File: src/rtl/pdio_pkg.sv
package pdio_pkg;
  typedef enum logic [1:0] {
    PG_NONE = 2'd0,
    PG_POL  = 2'd1,
    PG_ENA  = 2'd2,
    PG_IDR  = 2'd3
  } page_e;

  localparam int unsigned BUS_AW = 4;
  localparam int unsigned BUS_DW = 8;
  localparam logic [BUS_AW-1:0] OFS_PEND  = 4'h6;
  localparam logic [BUS_AW-1:0] OFS_PGLK  = 4'h7;
  localparam logic [BUS_AW-1:0] OFS_PAGED = 4'h8;
endpackage

File: src/rtl/pdio_sync.sv
module pdio_sync #(
  parameter int unsigned W = 8
) (
  input  logic         clk,
  input  logic         rst_n,
  input  logic [W-1:0] d_in,
  output logic [W-1:0] d_out
);
  logic [W-1:0] meta_q;
  logic [W-1:0] sync_q;

  always_ff @(posedge clk) begin
    if (!rst_n) begin
      meta_q <= '0;
      sync_q <= '0;
    end else begin
      meta_q <= d_in;
      sync_q <= meta_q;
    end
  end

  assign d_out = sync_q;
endmodule

File: src/rtl/pdio_edge_port.sv
module pdio_edge_port #(
  parameter int unsigned W = 8
) (
  input  logic         clk,
  input  logic         rst_n,
  input  logic [W-1:0] sync_in,
  input  logic         pol_we,
  input  logic         en_we,
  input  logic         id_we,
  input  logic [W-1:0] wdata,
  output logic [W-1:0] id_q,
  output logic         pend
);
  logic [W-1:0] pol_q, en_q, prev_q, id_r;
  logic [W-1:0] rise, fall, edge_v, hit;
  logic         clr;

  always_comb begin
    rise   = sync_in & ~prev_q;
    fall   = ~sync_in & prev_q;
    edge_v = (pol_q & rise) | (~pol_q & fall);
    hit    = edge_v & en_q;
    clr    = id_we && (wdata == '0);
  end

  always_ff @(posedge clk) begin
    if (!rst_n) begin
      pol_q  <= '0;
      en_q   <= '0;
      prev_q <= '0;
      id_r   <= '0;
    end else begin
      prev_q <= sync_in;
      if (pol_we) pol_q <= wdata;
      if (en_we)  en_q  <= wdata;
      id_r <= (clr ? '0 : id_r) | hit;
    end
  end

  assign id_q = id_r;
  assign pend = |id_r;

  // without a clearing write, no captured bit is lost
  p_id_sticky_r7: assert property (@(posedge clk) disable iff (!rst_n)
    !clr |=> (($past(id_r) & ~id_r) == '0));

  // a clear meeting a new edge keeps exactly the new edge's bits
  p_edge_wins_r8: assert property (@(posedge clk) disable iff (!rst_n)
    (clr && (hit != '0)) |=> (id_r == $past(hit)));

  // a disabled bit never becomes newly set
  p_disabled_quiet_r6: assert property (@(posedge clk) disable iff (!rst_n)
    1'b1 |=> ((id_r & ~$past(id_r) & ~$past(en_q)) == '0));
endmodule

File: src/rtl/pdio_ctrl.sv
module pdio_ctrl #(
  parameter int unsigned NUM_PORTS = 6,
  parameter int unsigned NUM_IRQ   = 3,
  parameter int unsigned PORT_W    = 8
) (
  input  logic                          clk,
  input  logic                          rst_n,
  input  logic [3:0]                    bus_addr,
  input  logic                          bus_wr,
  input  logic [7:0]                    bus_wdata,
  output logic [7:0]                    bus_rdata,
  input  logic [NUM_PORTS*PORT_W-1:0]   pin_in,
  output logic [NUM_PORTS*PORT_W-1:0]   pin_out,
  output logic                          irq
);
  import pdio_pkg::*;

  localparam int unsigned PINS = NUM_PORTS * PORT_W;

  page_e                  page_q;
  logic [NUM_PORTS-1:0]   lock_q;
  logic [PORT_W-1:0]      pout_q [NUM_PORTS];
  logic [PINS-1:0]        pin_sync;
  logic [PORT_W-1:0]      id_v   [NUM_IRQ];
  logic [NUM_IRQ-1:0]     pend_v;
  logic [NUM_IRQ-1:0]     paged_wr;

  pdio_sync #(.W(PINS)) u_sync (
    .clk   (clk),
    .rst_n (rst_n),
    .d_in  (pin_in),
    .d_out (pin_sync)
  );

  always_ff @(posedge clk) begin
    if (!rst_n) begin
      page_q <= PG_NONE;
      lock_q <= '0;
    end else if (bus_wr && bus_addr == OFS_PGLK) begin
      page_q <= page_e'(bus_wdata[7:6]);
      lock_q <= bus_wdata[NUM_PORTS-1:0];
    end
  end

  generate
    for (genvar k = 0; k < NUM_PORTS; k++) begin : g_port
      logic wr_k;
      assign wr_k = bus_wr && (bus_addr == BUS_AW'(k)) && !lock_q[k];

      always_ff @(posedge clk) begin
        if (!rst_n)    pout_q[k] <= '0;
        else if (wr_k) pout_q[k] <= bus_wdata[PORT_W-1:0];
      end

      assign pin_out[k*PORT_W +: PORT_W] = pout_q[k];

      // a locked port keeps its latch through a write
      p_lock_hold_r4: assert property (@(posedge clk) disable iff (!rst_n)
        (bus_wr && bus_addr == BUS_AW'(k) && lock_q[k]) |=> $stable(pout_q[k]));
    end

    for (genvar i = 0; i < NUM_IRQ; i++) begin : g_irq
      assign paged_wr[i] = bus_wr && (bus_addr == OFS_PAGED + BUS_AW'(i));

      pdio_edge_port #(.W(PORT_W)) u_edge (
        .clk     (clk),
        .rst_n   (rst_n),
        .sync_in (pin_sync[i*PORT_W +: PORT_W]),
        .pol_we  (paged_wr[i] && page_q == PG_POL),
        .en_we   (paged_wr[i] && page_q == PG_ENA),
        .id_we   (paged_wr[i] && page_q == PG_IDR),
        .wdata   (bus_wdata[PORT_W-1:0]),
        .id_q    (id_v[i]),
        .pend    (pend_v[i])
      );
    end
  endgenerate

  always_comb begin
    bus_rdata = '0;
    for (int k = 0; k < NUM_PORTS; k++) begin
      if (bus_addr == BUS_AW'(k)) bus_rdata = pin_sync[k*PORT_W +: PORT_W];
    end
    if (bus_addr == OFS_PEND) bus_rdata = BUS_DW'(pend_v);
    for (int i = 0; i < NUM_IRQ; i++) begin
      if (bus_addr == OFS_PAGED + BUS_AW'(i) && page_q == PG_IDR) bus_rdata = id_v[i];
    end
  end

  assign irq = |pend_v;

  // unused tail of the window reads zero
  p_unused_zero_r10: assert property (@(posedge clk) disable iff (!rst_n)
    (bus_addr > OFS_PAGED + BUS_AW'(NUM_IRQ - 1)) |-> (bus_rdata == '0));

  // the page/lock register is write-only
  p_pglk_reads_zero_r4: assert property (@(posedge clk) disable iff (!rst_n)
    (bus_addr == OFS_PGLK) |-> (bus_rdata == '0));

  // interrupt line follows the pending register contents
  p_irq_pending_r9: assert property (@(posedge clk) disable iff (!rst_n)
    (bus_addr == OFS_PEND) |-> (irq == (bus_rdata != '0)));
endmodule

File: config.mk
export PLATFORM = sky130hd
export DESIGN_NAME = pdio_ctrl
export DESIGN_NICKNAME = d
export VERILOG_FILES = /design/src/rtl/pdio_pkg.sv /design/src/rtl/pdio_sync.sv /design/src/rtl/pdio_edge_port.sv /design/src/rtl/pdio_ctrl.sv
export SDC_FILE = /design/constraint.sdc
export NUM_CORES = 1
export LEC_CHECK = 0
export ABC_AREA = 1
export BUFFER_PORTS_ARGS = -buffer_cell sky130_fd_sc_hd__buf_2
export CORE_MARGIN = 2
export CORE_UTILIZATION = 45
export DETAILED_ROUTE_END_ITERATION = 10
export PLACE_DENSITY = 0.67
export SYNTH_ARGS = -nofsm -noshare
export SYNTH_HDL_FRONTEND = slang
export SYNTH_SLANG_ARGS = --single-unit
File: constraint.sdc
create_clock -name clk -period 1.95 [get_ports clk]
set_clock_uncertainty 0.15 [all_clocks]
set_input_delay 0.2925 -clock clk [delete_from_list [all_inputs] [get_ports clk]]
set_output_delay 0.2925 -clock clk [all_outputs]
set_load 0.1 [all_outputs]
======== Word-level counts from Yosys, hierarchy flattened ========
Memory sizes are Yosys's and may differ from the RTL's.
Index checks and enable logic that the tools add are counted.
operators by class
  equality and inequality tests ........... 13
  mux-type cells .......................... 38
  reduce and logical (&&, ||, !) cells .... 43
  bitwise logic cells ..................... 36
operators with widths
  operator                                             count
  two-way mux 8 bit                                    19
  AND 8 bit                                            15
  NOT 8 bit                                            9
  OR 8 bit                                             6
  logical AND 1 bit                                    31
  OR reduction 24 bit                                  1
  OR reduction 8 bit                                   3
  two-way mux 1 bit                                    19
  equality test 4 x 3 -> 1 bit, second input constant  4
  equality test 4 bit, second input constant           3
  equality test 4 x 2 -> 1 bit, second input constant  2
  zero test 8 bit                                      1
  zero test 1 bit                                      6
  OR 1 bit                                             6
  equality test 2 bit, second input constant           2
  equality test 4 x 1 -> 1 bit, second input constant  1
  zero test 4 bit                                      1
  equality test 2 x 1 -> 1 bit, second input constant  1
word-level totals
  bits in writable memories ............... 48
  register bits after elaboration ......... 200
  bits of input ports ..................... 63
  word-level logic and storage cells ...... 147
  memories kept ........................... 1
  output and inout bits ................... 57
memories
  memory  words  bits a word  rd ports  clocked after Yosys merged registers in  wr ports  RTL line         RTL
  pout_q  6      8            6         0                                        6         pdio_ctrl.sv:22  logic [PORT_W-1:0] pout_q [NUM_PORTS];

======== Longest topological paths before layout ========
  word-level depth ........................ 11
  mapped depth ............................ 11
  depth with buffers taken out ............ 11

======== By module ========
From an unflattened synthesis, not the netlist that was laid out.
second synthesis, totals
  cell total of the unflattened synthesis .. 1163
  area, all modules ....................... 9605.5 µm²
modules (own cells, without submodules)
  module          cells each  instances  area each (µm²)  sequential area each (µm²)
  pdio_edge_port  174         3          1296.2           640.6
  pdio_ctrl       342         1          2956.6           1601.5
  pdio_sync       299         1          2760.1           1921.8

======== Worst setup path after synthesis ========
No wires, ideal clock.
  path type ............................... input port to output port
  start ................................... in bus_addr[2]
  end ..................................... out bus_rdata[3]
  stages on the path ...................... 8
  path buffers ............................ 0
  required time ........................... 1.507 ns
  arrival ................................. 1.954 ns
  setup slack ............................. -0.446 ns
  cells stage by stage .................... inv_1 -> nor2_2 -> inv_1 -> nor2_4 -> inv_1 -> or2_0 -> nand2_1 -> nand4_1
on the way
  longest elaborated chain between the ends .. 11
  elaborated cells between the ends (all ways) .. 23
  classes of those cells .................. eq/ne: 9; mux: 10; reduce/logical: 4
ends and longest elaborated chain
  item                            RTL line         RTL
  from (decl)                     pdio_ctrl.sv:8   input logic [3:0] bus_addr,
  zero test 4 bit                 pdio_ctrl.sv:82  if (bus_addr == BUS_AW'(k)) bus_rdata = pin_sync[k*PORT_W +: PORT_W];
  two-way mux 8 bit (6 in a row)  pdio_ctrl.sv:82
  two-way mux 8 bit               pdio_ctrl.sv:84  if (bus_addr == OFS_PEND) bus_rdata = BUS_DW'(pend_v);
  two-way mux 8 bit (2 in a row)  pdio_ctrl.sv:86  if (bus_addr == OFS_PAGED + BUS_AW'(i) && page_q == PG_IDR) bus_rdata = id_v[i];
  two-way mux 8 bit (*)           pdio_ctrl.sv:86
  to (decl)                       pdio_ctrl.sv:11  output logic [7:0] bus_rdata,
Every way passes the cells marked *; elsewhere a longest branch is shown, timed or not.

======== Worst setup path after layout ========
  start ................................... reg g_irq[2].u_edge.id_r[2]
  end ..................................... out bus_rdata[2]
on the way
  longest elaborated chain between the ends .. 5
ends and longest elaborated chain
  item                            RTL line              RTL
  from (decl)                     pdio_edge_port.sv:14  logic [W-1:0] pol_q, en_q, prev_q, id_r;
  from (signal assigned)          pdio_edge_port.sv:36  id_r <= (clr ? '0 : id_r) | hit;
  OR reduction 8 bit              pdio_edge_port.sv:41  assign pend = |id_r;
  two-way mux 8 bit               pdio_ctrl.sv:84
  two-way mux 8 bit (2 in a row)  pdio_ctrl.sv:86
  two-way mux 8 bit (*)           pdio_ctrl.sv:86
Marked as above.

==> impl_metrics.toml <==
[power]
p_comb_share_pct = 10.4
powerDensity_nw_per_um2 = 928
ir_drop_mv = 0.593
leakage_nw = 5.85
clkPwrFrac_pct = 40.0
swShare_pct = 25.1
p_sw_mw = 2.76
power_mw = 11.0
seqPwrFrac_pct = 49.5
p_int_mw = 8.25

[cells_and_area]
postLayoutCellArea_um2 = 11900
fin_cells = 1567
area_delta_synth_final_pct = 31.0
antenna_cells = 0
fin_nets = 1349
layout-drive-gt1-share_pct = 23.6
fin_util_pct = 60.6

[clock_tree]
cts_root_buf = "clkbuf_16"
clk_latency_ns = 0.51
clkTransAtPathRegs_ns = 0.07
tritoncts = "done"
numCtsBuffers = 24
max-clock-path-buffers = 3
clock-sinks = 248
cts_max_level = 1

[status]
outcome = "complete, but fails checks"
violations = "setup timing"

[worst_setup_path]
crit_type = "register to output port"
max_stage_delay_ns = 0.33
cpLargestDelayFamily = "simple AND/OR/NAND/NOR gates"
cp.depth = 8
critPathSlowestCell = "dfxtp_2"
arrival_ns = 1.83
endpoint_kind = "output port"
startpoint_type = "register"
path_buf_inv = 1
reg2reg_slack_ns = 0.27
worst_ep_required_time_ns = 1.51
rr_worst_depth = 7
cp_max_fo = 2
crit_chain = "or2_4 > nor3_4 > nand2_1 > nor2_1 > nor2_1 > nand2_1 > nand3_2 > buf_12"

[routing]
avgViaCountPerCell = 4.69
vias = 7348
drc_errors = 0
drtIter0Drc = 415
first_pass_iters = 5
avgRoutedWirePerCell_um = 13.9
wl_mm = 21.8
ant_nets = 0

[global_route]
grt_pass1_vias = 6952
grt_start_max_net_pins = 68
grt_pass1_wl_mm = 35.1
grt-busiest-layer = "met2"
use_met2_pct = 33.4
grt_overflow = 0
globalRouteTotalUtil_pct = 20.5
antenna_found_initial = 0
grt.met3_usage_pct = 3.39
met1_usage_pct = 27.0

[synthesis]
yosysMostFrequentCell = "nand2_1"
synth_commonest_cells = "232 x nand2_1, 200 x dfxtp_1, 174 x inv_1"
yosys.area.top_type = "dfxtp_1"
synth_top_cell_area_share_pct = 44.2
synth_nets = 1134
synth.avg_cell_area_um2 = 8.46
synth.ff_latch_count = 248
ys.flop_type = "dfxtp_1"
ys.warnings.count = 0
synthCells = 1071
ys_seq_area_share_pct = 60.1
synth_area_um2 = 9060
ys_async_sr_fraction_pct = 0
ys_types = 24
synthTopCellsByArea = "dfxtp_1 44%, edfxtp_1 16%, nand2_1 9.6%"
synth_edf_count = 48

[timing]
worst_pin_slew_ns = 0.495
fin_crit_ns = 2.27
worst_slew_margin_rel_pct = 67.2
holdWs_ns = 0.0514
fmax_ghz = 0.440
timing.setup.tns_ns = -2.14
setup_viol_count_final = 9
hold_viol = 0
rsz0062_at_grt = "true"
worst_slack_ns = -0.322
fin_crit_sh_pct = 117
drv_slew = 0

[die]
die_w_um = 146
core.rowCount = 51
start_util_pct = 46.3
boundaryPins = 120
die-height_um = 146
die_area_um2 = 21300
fp.coreArea_um2 = 19600

[hold_path]
holdPathStages = 3
min_path_type = "input port to register"

[placed_design]
gp_congestion = 0.958
place_inst = 1461
portBuffers = 119
dp.final_hpwl_mm = 14.8
place_ws_ns = -0.177
dpl_cell_area_um2 = 10300

[job]
maxCapViolCount = 0
power groups by stage:
stage / logic [mW] / clock network [mW] / registers (mW)
after floorplan: 0.328 / 0 / 5.98
after global placement: 1.05 / 0 / 5.57
after detailed placement: 1.05 / 0 / 5.57
after CTS: 1.14 / 4.51 / 5.46
after global routing: 1.22 / 4.69 / 5.47
final: 1.15 / 4.41 / 5.46
routing by layer:
layer | wire [µm] | share of wire, %
met1 | 9790 | 45
met3 | 1410 | 6.5
met2 | 9780 | 45
met4 | 848 | 3.9
met5 | 0 | 0
logic make-up after synthesis:
kind of cell           Yosys count  synth area share (%)
buffers and inverters          215                  9.29
AOI/OAI and AO/OA              180                  9.97
and+or+nand+nor                428                  20.7
DFF                            248                  60.1
registers in the layout, indices dropped and copies added, names as in the netlist:
name / count
g_irq.u_edge.id_q: 24
g_irq.u_edge.pol_q: 24
pout_q: 48
lock_q: 6
g_irq.u_edge.prev_q: 24
u_sync.d_out: 48
u_sync.meta_q: 48
page_q: 2
g_irq.u_edge.en_q: 24
area by class of cell:
cell class	count	area (µm²)
Fill cell	1671	7720
Tap cell	265	332
Clock inverter	7	33.8
Inverter	176	681
Clock buffer	35	724
Sequential cell	248	5490
Timing Repair Buffer	228	1710
Multi-Input combinational cell	608	2910
worst min-delay path: cells and delay by family:
family        cells  cell delay, ns
buf+inv           2            0.25
simple gates      1            0.11
final timing paths:
path,start,to
hold / removal,rst_n,g_irq[2].u_edge.prev_q[1]
hold reg to reg,u_sync.meta_q[11],u_sync.d_out[11]
setup / recovery,g_irq[2].u_edge.id_q[2],bus_rdata[2]
setup reg to reg,page_q[1],g_irq[1].u_edge.en_q[7]
placed cells by master (no fill, tap or decap), drive strengths merged:
cell | Yosys | final
clkbuf | 21 | 36
nor3 | 18 | 18
and3 | 14 | 14
o21ai | 84 | 84
nand3 | 22 | 22
nor2 | 108 | 108
buf | 18 | 177
nand2 | 237 | 237
nand4 | 11 | 11
inv | 176 | 177
a21oi | 95 | 95
clkinv | 0 | 6
or2 | 8 | 8
o31ai | 1 | 1
dlygate4sd3 | 0 | 50
edfxtp | 48 | 48
dfxtp | 200 | 200
nand3b | 10 | 10
what timing repair did:
action	CTS	global route
pin swaps	14	24
hold buffers	50	0
resized for setup	53	27
setup endpoints to repair	9	9
endpoints found under the hold margin	50	0
buffers inserted	9	5
No activity file was read; power rests on OpenSTA's default activity.
